**config.mk**
```make
export PLATFORM = sky130hd
export DESIGN_NAME = spad_addr_gen
export DESIGN_NICKNAME = d
export VERILOG_FILES = /design/src/rtl/spad_addr_pkg.sv /design/src/rtl/spad_rd_path.sv /design/src/rtl/spad_wr_path.sv /design/src/rtl/spad_mix_acc.sv /design/src/rtl/spad_addr_gen.sv
export SDC_FILE = /design/constraint.sdc
export NUM_CORES = 1
export LEC_CHECK = 0
export BUFFER_PORTS_ARGS = -buffer_cell sky130_fd_sc_hd__buf_2
export CAP_MARGIN = 40
export CORE_AREA = 2 2 131 133
export DETAILED_ROUTE_END_ITERATION = 12
export DIE_AREA = 0 0 133 135
export GPL_TIMING_DRIVEN = 1
export HOLD_SLACK_MARGIN = 0.05
export PLACE_DENSITY_LB_ADDON = 0.2
export SLEW_MARGIN = 10
export SYNTH_ARGS = -nofsm -noshare
export SYNTH_HDL_FRONTEND = slang
export SYNTH_SLANG_ARGS = --single-unit
```
**constraint.sdc**
```tcl
create_clock -name clk -period 0.95 [get_ports clk]
set_input_delay 0.0475 -clock clk [delete_from_list [all_inputs] [get_ports clk]]
set_output_delay 0.0475 -clock clk [all_outputs]
set_load 0.02 [all_outputs]
```
**src/rtl/spad_addr_pkg.sv**
```systemverilog
package spad_addr_pkg;

    localparam int REG_W       = 64;
    localparam int RAW_W       = 32;
    localparam int WIDE_IDX    = 15;
    localparam int NARROW_IDX  = 11;
    localparam int ALIGN_SH    = 3;
    localparam int DS_LOG      = 6;
    localparam int MIX_W       = 64;

    localparam int BYTE_W      = WIDE_IDX + ALIGN_SH;
    localparam int NARROW_SPAN = (1 << (NARROW_IDX + ALIGN_SH));
    localparam logic [WIDE_IDX-1:0] NARROW_KEEP = WIDE_IDX'((1 << NARROW_IDX) - 1);

    typedef logic [1:0]        width_sel_t;
    typedef logic [BYTE_W-1:0] byte_addr_t;

    typedef struct packed {
        logic [REG_W-1:0] reg_next;
        logic [RAW_W-1:0] raw;
        byte_addr_t       addr;
    } load_calc_t;

    typedef struct packed {
        logic             valid;
        logic             ds;
        byte_addr_t       rd_addr;
        byte_addr_t       wr_addr;
        logic [REG_W-1:0] reg_next;
    } rsp_t;

    function automatic logic [REG_W-1:0] sext_mask(input logic [RAW_W-1:0] m);
        return {{(REG_W-RAW_W){m[RAW_W-1]}}, m};
    endfunction

    // Width selector 0 keeps the full index; any other code keeps the narrow one.
    function automatic byte_addr_t index_to_byte(input logic [WIDE_IDX-1:0] idx_full,
                                                 input width_sel_t ws);
        logic [WIDE_IDX-1:0] idx;
        idx = (ws == 2'd0) ? idx_full : (idx_full & NARROW_KEEP);
        return {idx, {ALIGN_SH{1'b0}}};
    endfunction

endpackage

```
**src/rtl/spad_rd_path.sv**
```systemverilog
module spad_rd_path
    import spad_addr_pkg::*;
(
    input  logic [REG_W-1:0] src_reg,
    input  logic [RAW_W-1:0] mask,
    input  width_sel_t       width_sel,
    output load_calc_t       calc
);
    logic [REG_W-1:0] updated;

    always_comb begin
        updated       = src_reg ^ sext_mask(mask);
        calc.reg_next = updated;
        calc.raw      = updated[RAW_W-1:0];
        calc.addr     = index_to_byte(updated[WIDE_IDX-1:0], width_sel);
    end

    always_comb begin
        if (width_sel != 2'd0)
            a_rd_narrow_r3: assert (int'(calc.addr) < NARROW_SPAN);
    end
endmodule

```
**src/rtl/spad_wr_path.sv**
```systemverilog
module spad_wr_path
    import spad_addr_pkg::*;
(
    input  logic [RAW_W-1:0] base_lo,
    input  logic [RAW_W-1:0] mask,
    input  width_sel_t       width_sel,
    output byte_addr_t       addr
);
    logic [RAW_W-1:0] mixed;

    always_comb begin
        mixed = base_lo ^ mask;
        addr  = index_to_byte(mixed[WIDE_IDX-1:0], width_sel);
    end

    always_comb begin
        if (width_sel != 2'd0)
            a_wr_narrow_r6: assert (int'(addr) < NARROW_SPAN);
    end
endmodule

```
**src/rtl/spad_mix_acc.sv**
```systemverilog
module spad_mix_acc
    import spad_addr_pkg::*;
(
    input  logic             clk,
    input  logic             rst,
    input  logic             fire,
    input  logic             mix_off,
    input  logic [RAW_W-1:0] raw,
    output logic [MIX_W-1:0] acc
);
    logic [MIX_W-1:0] fold;

    generate
        if (MIX_W > RAW_W) begin : g_ext
            assign fold = {{(MIX_W-RAW_W){1'b0}}, raw};
        end else begin : g_trunc
            assign fold = raw[MIX_W-1:0];
        end
    endgenerate

    always_ff @(posedge clk) begin
        if (rst)
            acc <= '0;
        else if (fire && !mix_off)
            acc <= acc ^ fold;
    end

    p_mix_hold_r4: assert property (@(posedge clk) disable iff (rst)
        (fire && mix_off) |=> $stable(acc));
    p_mix_idle_r7: assert property (@(posedge clk) disable iff (rst)
        !fire |=> $stable(acc));
    p_mix_fold_r4: assert property (@(posedge clk) disable iff (rst)
        (fire && !mix_off) |=> (acc == ($past(acc) ^ $past(fold))));
endmodule

```
**src/rtl/spad_addr_gen.sv**
```systemverilog
module spad_addr_gen
    import spad_addr_pkg::*;
(
    input  logic              clk,
    input  logic              rst,
    input  logic              req_valid,
    input  logic [DS_LOG-1:0] instr_cnt,
    input  logic [REG_W-1:0]  rd_src_reg,
    input  logic [RAW_W-1:0]  rd_mask,
    input  logic [1:0]        rd_width_sel,
    input  logic              rd_mix_off,
    input  logic [RAW_W-1:0]  wr_base_reg,
    input  logic [RAW_W-1:0]  wr_mask,
    input  logic [1:0]        wr_width_sel,
    output logic              rsp_valid,
    output logic [BYTE_W-1:0] rd_byte_addr,
    output logic [REG_W-1:0]  rd_reg_next,
    output logic [BYTE_W-1:0] wr_byte_addr,
    output logic              ds_fetch,
    output logic [MIX_W-1:0]  mix_reg
);
    load_calc_t ld;
    byte_addr_t st_addr;
    rsp_t       rsp_q;

    spad_rd_path u_rd (
        .src_reg   (rd_src_reg),
        .mask      (rd_mask),
        .width_sel (rd_width_sel),
        .calc      (ld)
    );

    spad_wr_path u_wr (
        .base_lo   (wr_base_reg),
        .mask      (wr_mask),
        .width_sel (wr_width_sel),
        .addr      (st_addr)
    );

    spad_mix_acc u_mix (
        .clk     (clk),
        .rst     (rst),
        .fire    (req_valid),
        .mix_off (rd_mix_off),
        .raw     (ld.raw),
        .acc     (mix_reg)
    );

    always_ff @(posedge clk) begin
        if (rst) begin
            rsp_q <= '0;
        end else begin
            rsp_q.valid <= req_valid;
            if (req_valid) begin
                rsp_q.ds       <= (instr_cnt == '0);
                rsp_q.rd_addr  <= ld.addr;
                rsp_q.wr_addr  <= st_addr;
                rsp_q.reg_next <= ld.reg_next;
            end
        end
    end

    assign rsp_valid    = rsp_q.valid;
    assign ds_fetch     = rsp_q.ds;
    assign rd_byte_addr = rsp_q.rd_addr;
    assign wr_byte_addr = rsp_q.wr_addr;
    assign rd_reg_next  = rsp_q.reg_next;

    p_rsp_follow_r7: assert property (@(posedge clk) disable iff (rst)
        req_valid |=> rsp_valid);
    p_rsp_quiet_r7: assert property (@(posedge clk) disable iff (rst)
        !req_valid |=> !rsp_valid);
    p_ds_period_r5: assert property (@(posedge clk) disable iff (rst)
        req_valid |=> (ds_fetch == ($past(instr_cnt) == '0)));
    p_align_r3: assert property (@(posedge clk) disable iff (rst)
        rsp_valid |-> (rd_byte_addr[ALIGN_SH-1:0] == '0 && wr_byte_addr[ALIGN_SH-1:0] == '0));
    p_rd_bound_r3: assert property (@(posedge clk) disable iff (rst)
        (req_valid && rd_width_sel != 2'd0) |=> (int'(rd_byte_addr) < NARROW_SPAN));
    p_wr_bound_r6: assert property (@(posedge clk) disable iff (rst)
        (req_valid && wr_width_sel != 2'd0) |=> (int'(wr_byte_addr) < NARROW_SPAN));
endmodule

```
# --- Yosys cells after proc, flatten, opt, wreduce, memory -nomap -nowiden ---
# Cells that the tools add are included.
totals:
  wordCells: 16
  memories: 0
  latch_bits: 0
  input_bits: 174
  romBits: 0
  ram_bits: 0
  ff_bits: 160
op_classes:
  n_mux: 2
  n_lt_le_gt_ge: 0
  n_eq_ne: 0
  addsub: 0
  n_reduce_logical: 5
  shift: 0
  div_mod_pow: 0
  bitwise: 3
  multipliers: 0
op_table:
  columns: ["op", "n"]
  rows:
  - ["$xor A64 B32 Y64", 1]
  - ["$xor A64 B64 Y64", 1]
  - ["$mux W15", 2]
  - ["$xor A15 B15 Y15", 1]
  - ["$logic_not A6 Y1", 1]
  - ["$logic_not A2 Y1", 2]
  - ["$logic_and A1 B1 Y1", 1]
  - ["$logic_not A1 Y1", 1]

# --- Depth between registers and ports, before layout ---
# Gate-level depths: netlist of run 1.
depth:
  depth_word: 2
  mapped_depth: 6
  depth_no_buf: 3

# --- Hierarchy ---
# Synthesis of run 1 repeated with hierarchy kept, for this count alone.
unflattened:
  cells_unflattened: 678
  hier_area_um2: 6880.3
by_module_without_submodules:
  columns: ["module", "seq_area_each_um2", "n_inst", "area_each_um2", "cells_each"]
  rows:
  - ["spad_addr_gen", 2042.0, 1, 3701.0, 330]
  - ["spad_mix_acc", 640.6, 1, 1990.7, 206]
  - ["spad_rd_path", 0.0, 1, 1011.0, 119]
  - ["spad_wr_path", 0.0, 1, 177.7, 23]

# --- Worst setup path before layout of run 1 ---
# Ideal clock, no wire load.
synth_path:
  kind: "input to register"
  from: "in rd_mix_off"
  to: "reg u_mix.acc[19]"
  t_arrival_ps: 873
  cell_stages: 5
  n_path_buf: 2
  path_slack_ps: 7
  setup_ps: 70
  cell_sequence: "nand2b_1 > buf_6 > buf_6 > or3_1 > a21oi_1"
synth_between:
  elab_chain_len: 2
synth_rtl:
  columns: ["item", "line_no", "source"]
  rows:
  - ["start: declaration", "spad_addr_gen.sv:11", "input logic rd_mix_off,"]
  - ["$logic_not A1 Y1", "spad_mix_acc.sv:24", "else if (fire && !mix_off)"]
  - ["$logic_and A1 B1 Y1", "spad_mix_acc.sv:24", null]
  - ["end signal: assignment", "spad_mix_acc.sv:25", "acc <= acc ^ fold;"]
  - ["end: declaration", "spad_mix_acc.sv:9", "output logic [MIX_W-1:0] acc"]
# Every way passes these cells.
# A chain may end at the register's enable or synchronous reset.

==> results of run 1 <==
==> repair_timing <==
action	4_1_cts	5_1_grt
resized for setup	295	105
setup endpoints to repair	126	104
gates cloned	0	0
pin swaps	0	19
hold buffers	106	1
setup buffers	3	8
hold endpoints to repair	93	2
==> state kept, by name, summed over array words and instances (netlist names) <==
name and cells:
rd_reg_next 64, ds_fetch 1, rd_byte_addr 4, rsp_valid 1, u_mix.acc 32, wr_byte_addr 15
==> power by group <==
| group | total (uW) | internal, uW | leakage (uW) | switching [uW] |
|---|---|---|---|---|
| logic | 3540 | 1860 | 0.00270 | 1680 |
| clock network | 6660 | 4460 | 0.000302 | 2210 |
| registers | 5610 | 5330 | 0.00101 | 275 |
| total | 15800 | 11600 | 0.00401 | 4160 |
==> cells by family after synthesis <==
logic type	synth area share, %
AO/OA/AOI/OAI	18.0
AND/OR/NAND/NOR	12.1
flip-flops	45.3
buffers and inverters	11.2
XOR/XNOR	13.4
other	0.0725
==> layer usage <==
metal | track usage, % | part of all wire (%)
met5 | 0 | 0
met4 | 8.72 | 2.8
met3 | 4.69 | 5.8
met2 | 30.3 | 51
met1 | 19.2 | 40
==> final cells by class <==
cell class / count / area, um2 / area share (%)
antenna: 1 / 2.50 / 0.0267
clock inverter: 8 / 120 / 1.28
timing repair buffer: 398 / 3470 / 37.0
clock buffer: 24 / 502 / 5.35
tap: 220 / 275 / 2.94
sequential: 117 / 2490 / 26.6
multi-input combinational: 396 / 2510 / 26.8
==> worst paths after layout <==
path | startpoint | end | slack [ns] | depth (start not counted)
max | rd_reg_next[9] | rd_byte_addr[12] | 0.01 | 1
min | rd_src_reg[25] | u_mix.acc[25] | 0.04 | 4
max reg2reg | u_mix.acc[24] | u_mix.acc[24] | 0.02 | 2
min reg2reg | rd_byte_addr[14] | rd_byte_addr[14] | 0.47 | 2
==> metrics by stage <==
| stage | cell area, um2 | hold slack (ns) | cells | total power [uW] | worst slack [ns] |
|---|---|---|---|---|---|
| detailed placement | 6640 | 0.352 | 1028 | 8130 | -0.129 |
| global route | 9380 | 0.0501 | 1164 | 16500 | -0.0254 |
| CTS | 9090 | 0.0190 | 1169 | 15800 | -0.0220 |
| floorplan | 5310 | 0.237 | 604 | 7260 | 0.00704 |
| global placement | 6640 | 0.349 | 1028 | 8120 | -0.122 |
| finish | 9380 | 0.0416 | 1164 | 15800 | 0.0115 |
==> cells in the final DEF, fill, tap and decap left out, types with 38 or more instances in the layout <==
cell type | netlist | final
dlygate4sd3_1 | 0 | 93
conb_1 | 1 | 38
nor2_1 | 80 | 80
buf_2 | 14 | 129
xnor2_1 | 75 | 71
buf_4 | 54 | 39
buf_6 | 2 | 124
dfxtp_2 | 0 | 105
a211oi_1 | 75 | 70
==> impl_metrics.py, run 1 <==
metrics = {
    "synth": {
        "yosys_warnings": 0,
        "synth_top_area_share_pct": 45.3,
        "synth_top_cells_by_count": "dfxtp_1 (117), nor2_1 (80), a211oi_1 (75), xnor2_1 (75), buf_4 (54)",
        "synth_most_common_cell": "dfxtp_1",
        "synth-main-ff-cell": "dfxtp_1",
        "synth.avg_cell_area_um2": 9.12,
        "synth_edf_count": 0,
        "yosysUniqueCellTypes": 21,
        "synthTopCellsByArea": "dfxtp_1 (45%), xnor2_1 (13%), a211oi_1 (11%)",
        "netlist_area_um2": 5170,
        "yosys.area.top_type": "dfxtp_1",
        "async_flop_share_pct": 0,
        "synth_seq_area_share_pct": 45.3,
        "ys_seq_elements": 117,
        "netlist_instances": 567,
    },
    "worst_setup_path": {
        "crit_path_start_kind": "flip-flop",
        "cp_data_required_time_ns": 0.90,
        "cp-end-kind": "primary output",
        "critical_path.top_delay_family": "flip-flops",
        "arrival_ns": 0.89,
        "worstPathCellList": "buf_6",
        "slowest_stage": "dfxtp_4",
        "cp.buffers_inverters": 1,
        "path_class": "flip-flop to primary output",
        "cp_max_fo": 3,
        "critical_path.max_stage_delay_ns": 0.36,
    },
    "sta": {
        "fmax_ghz": 1.07,
        "hold_viol": 0,
        "fin_worst_skew_ns": 0,
        "finalSetupTns_ns": 0,
        "fin_crit_ns": 0.938,
        "period_share_pct": 98.8,
        "finalSetupViolCount": 0,
        "maxSlewViolCount": 0,
        "rsz0062_at_grt": "true",
    },
    "routing": {
        "drtIter0Drc": 136,
        "drtPass1Iterations": 4,
        "drc": 0,
        "vias": 5142,
        "antenna_left": 0,
        "drt-vias-per-instance": 4.42,
        "wire_per_inst_um": 14.2,
        "wl_mm": 16.5,
    },
    "flow_run": {
        "drv_cap": 0,
    },
    "grt": {
        "grt_pass1_wl_mm": 24.8,
        "grt_overflow_total": 0,
        "grt_pass1_vias": 4984,
        "antenna_found_initial": 1,
        "grt_usage_pct": 17.3,
        "grt_max_degree": 51,
    },
    "clock_network": {
        "clk_pin_slew_ns": 0.06,
        "worstSkewPairLatency_ns": 0.40,
        "clock-sinks": 117,
        "cts_buffers": 17,
        "clock_path_buffers": 2,
        "cts_tree": "yes",
        "htreeDepth": 4,
        "cts-root-buf": "clkbuf_16",
    },
    "cells_and_area": {
        "syn2layout_area_growth_pct": 81.3,
        "nets": 1104,
        "drive_gt1_share_pct": 49.1,
        "fin_util_pct": 57.2,
        "fillCellCount": 1426,
    },
    "die": {
        "die_area_um2": 18000,
        "start_util_pct": 31.5,
        "num_io_pins": 340,
        "die_x_um": 133,
        "fp.coreArea_um2": 16400,
        "rows": 47,
        "die_y_um": 135,
    },
    "placed_design": {
        "dp_hpwl_mm": 10.2,
        "place_congestion": 0.719,
        "io_buffers": 267,
    },
    "pwr": {
        "p_per_area_nw_per_um2": 1690,
        "power_leakage_uw": 0.00401,
        "irDropWorstVdd_v": 0.00119,
    },
    "status": {
        "status": "completed",
    },
    "min_path": {
        "hp-class": "input port to flip-flop",
    },
}
Note: power is estimated with default switching activity, not from simulation.
==> inputs of run 2 (changes only) <==
- CORE_AREA: 2 2 131 133 -> not set
- CORE_MARGIN: not set -> 2
- CORE_UTILIZATION: not set -> 42
- DIE_AREA: 0 0 133 135 -> not set
- SYNTH_HIERARCHICAL: not set -> 1
==> impl_metrics.py, run 2 <==
metrics = {
    "die": {
        "num_io_pins": 340,
        "rows": 46,
        "fp.coreArea_um2": 15900,
        "die_y_um": 132,
        "start_util_pct": 43.2,
        "die_x_um": 132,
        "die_area_um2": 17400,
    },
    "worst_setup_path": {
        "regToRegSetupSlack_ns": 0.03,
        "cp_max_fo": 2,
        "worstPathCellList": "buf_6",
        "cp-end-kind": "primary output",
        "slowest_stage": "dfxtp_2",
        "critical_path.top_delay_family": "flip-flops",
        "critical_path.max_stage_delay_ns": 0.36,
        "cp_data_required_time_ns": 0.90,
        "arrival_ns": 0.90,
        "crit_path_start_kind": "flip-flop",
        "path_class": "flip-flop to primary output",
        "cp.buffers_inverters": 1,
    },
    "cells_and_area": {
        "ff_latch_area_um2": 2850,
        "drive_gt1_share_pct": 51.2,
        "nets": 1198,
        "layout_commonest_cell": "buf_2",
        "largest_reg_flops": 64,
        "multi_input_area_um2": 3330,
        "fin_util_pct": 67.2,
        "fin_cells": 1252,
        "layout_common_cells": "buf_2 (137), buf_6 (136), nor2_1 (133)",
        "fillCellCount": 1201,
        "syn2layout_area_growth_pct": 55.6,
        "diodes": 0,
    },
    "synth": {
        "synth_top_area_share_pct": 39.0,
        "synth_seq_area_share_pct": 39.0,
        "synth-main-ff-cell": "dfxtp_1",
        "netlist_instances": 678,
        "ys_seq_elements": 134,
        "yosysUniqueCellTypes": 20,
        "netlist_area_um2": 6880,
        "synth.avg_cell_area_um2": 10.1,
        "yosys.area.top_type": "dfxtp_1",
        "synth_top_cells_by_count": "dfxtp_1 (134), nor2_1 (133), mux2i_1 (100)",
        "yosys_warnings": 6,
        "async_flop_share_pct": 0,
        "synth_most_common_cell": "dfxtp_1",
        "synthTopCellsByArea": "dfxtp_1 (39%), mux2i_1 (15%), xor2_1 (9.5%)",
        "synth_edf_count": 0,
    },
    "clock_network": {
        "clock_path_buffers": 2,
        "cts-root-buf": "clkbuf_16",
        "clock-sinks": 134,
        "htreeDepth": 4,
        "clk_pin_slew_ns": 0.06,
        "worstSkewPairLatency_ns": 0.41,
        "cts_buffers": 17,
        "cts_tree": "yes",
    },
    "grt": {
        "antenna_found_initial": 0,
        "grt_pass1_wl_mm": 28.7,
        "grt_max_degree": 46,
        "grt_overflow_total": 0,
        "grt_usage_pct": 20.4,
        "grt_pass1_vias": 5762,
    },
    "routing": {
        "wl_mm": 18.3,
        "vias": 5610,
        "wire_per_inst_um": 14.6,
        "drtPass1Iterations": 4,
        "drc": 0,
        "antenna_left": 0,
        "drtIter0Drc": 216,
        "drt-vias-per-instance": 4.48,
    },
    "pwr": {
        "p_per_area_nw_per_um2": 1670,
        "power_leakage_uw": 0.00523,
        "irDropWorstVdd_v": 0.00157,
    },
    "sta": {
        "period_share_pct": 99.2,
        "timing.hold.ws_ns": 0.0245,
        "fin_ws_ns": 0.00721,
        "fin_worst_skew_ns": 0,
        "rsz0062_at_grt": "true",
        "finalSetupTns_ns": 0,
        "maxSlewViolCount": 0,
        "fmax_ghz": 1.06,
        "fin_crit_ns": 0.943,
        "finalSetupViolCount": 0,
        "hold_viol": 0,
    },
    "placed_design": {
        "place_congestion": 0.753,
        "io_buffers": 273,
        "dp_cells": 1135,
        "dp_hpwl_mm": 11.3,
        "preCtsSetupSlack_ns": -0.0316,
    },
    "flow_run": {
        "drv_cap": 0,
    },
    "min_path": {
        "hp-class": "input port to flip-flop",
    },
    "status": {
        "status": "completed",
    },
}
[run 2: cell count changes after synthesis, sizes merged, moves of 39 or more]
| cell | previous run | this run |
|---|---|---|
| nor2 | 80 | 133 |
| mux2i | 0 | 100 |
| a211oi | 75 | 0 |
| xnor2 | 75 | 4 |
| a21oi | 41 | 0 |
| buf | 71 | 110 |
| xor2 | 4 | 75 |
[run 2: path summary, 6_finish.rpt]
kind | start | end | cells past startpoint
worst max-delay path | wr_byte_addr[8] | wr_byte_addr[8] | 1
worst min-delay path | rd_src_reg[22] | rd_reg_next[22] | 4
worst max register to register | u_mix/acc[24] | u_mix/acc[24] | 3
worst min register to register | rd_reg_next[18] | rd_reg_next[18] | 2
[run 2: logic make-up (layout without fill, tap and decap cells)]
logic type / after synthesis / count (layout) / share of synthesized area, %
simple gates: 208 / 208 / 14.7
compound gates: 1 / 1 / 0.127
buf+inv: 121 / 444 / 14.6
xor+xnor: 79 / 79 / 10.1
flops: 134 / 134 / 39.0
other cells: 3 / 38 / 0.164
mux: 132 / 132 / 21.3
[run 2: repair_timing]
action | CTS | global route
hold endpoints to repair | 78 | 1
hold buffers | 82 | 1
resized for setup | 365 | 37
setup endpoints to repair | 133 | 70
cloned | 0 | 0
buffers inserted | 3 | 4
[run 2: per-layer routing]
metal,global-route usage (%),part of all wire (%),wire length (um)
met5,0,0,0
met4,8.57,2.7,499
met3,5.73,6.0,1090
met2,37.0,51,9350
met1,22.3,40,7370
[run 2: stage by stage]
stage          instance area [um2]  total power, uW
4_1_cts                      10600            17900
5_1_grt                      10700            18600
3_5_place_dp                  8180             9460
2_1_floorplan                 7010             8670
6_report                     10700            17800
3_3_place_gp                  8180             9430
[run 2: worst reg2reg max path, stage by stage (launching register included)]
cell and delay, ns:
dfxtp_2 0.33, buf_6 0.11, nor2b_1 0.12, mux2_4 0.25
[run 2: layout make-up]
class | instances | share of cell area [%]
timing repair buffer | 413 | 33.5
tap | 216 | 2.52
sequential | 134 | 26.6
clock inverter | 12 | 2.12
clock buffer | 19 | 4.14
multi-input combinational | 458 | 31.1
[run 2: report_power, final]
part	internal (uW)	switching, uW
Sequential	6110	311
Combinational	2120	1840
Clock	4990	2480
Total	13200	4620
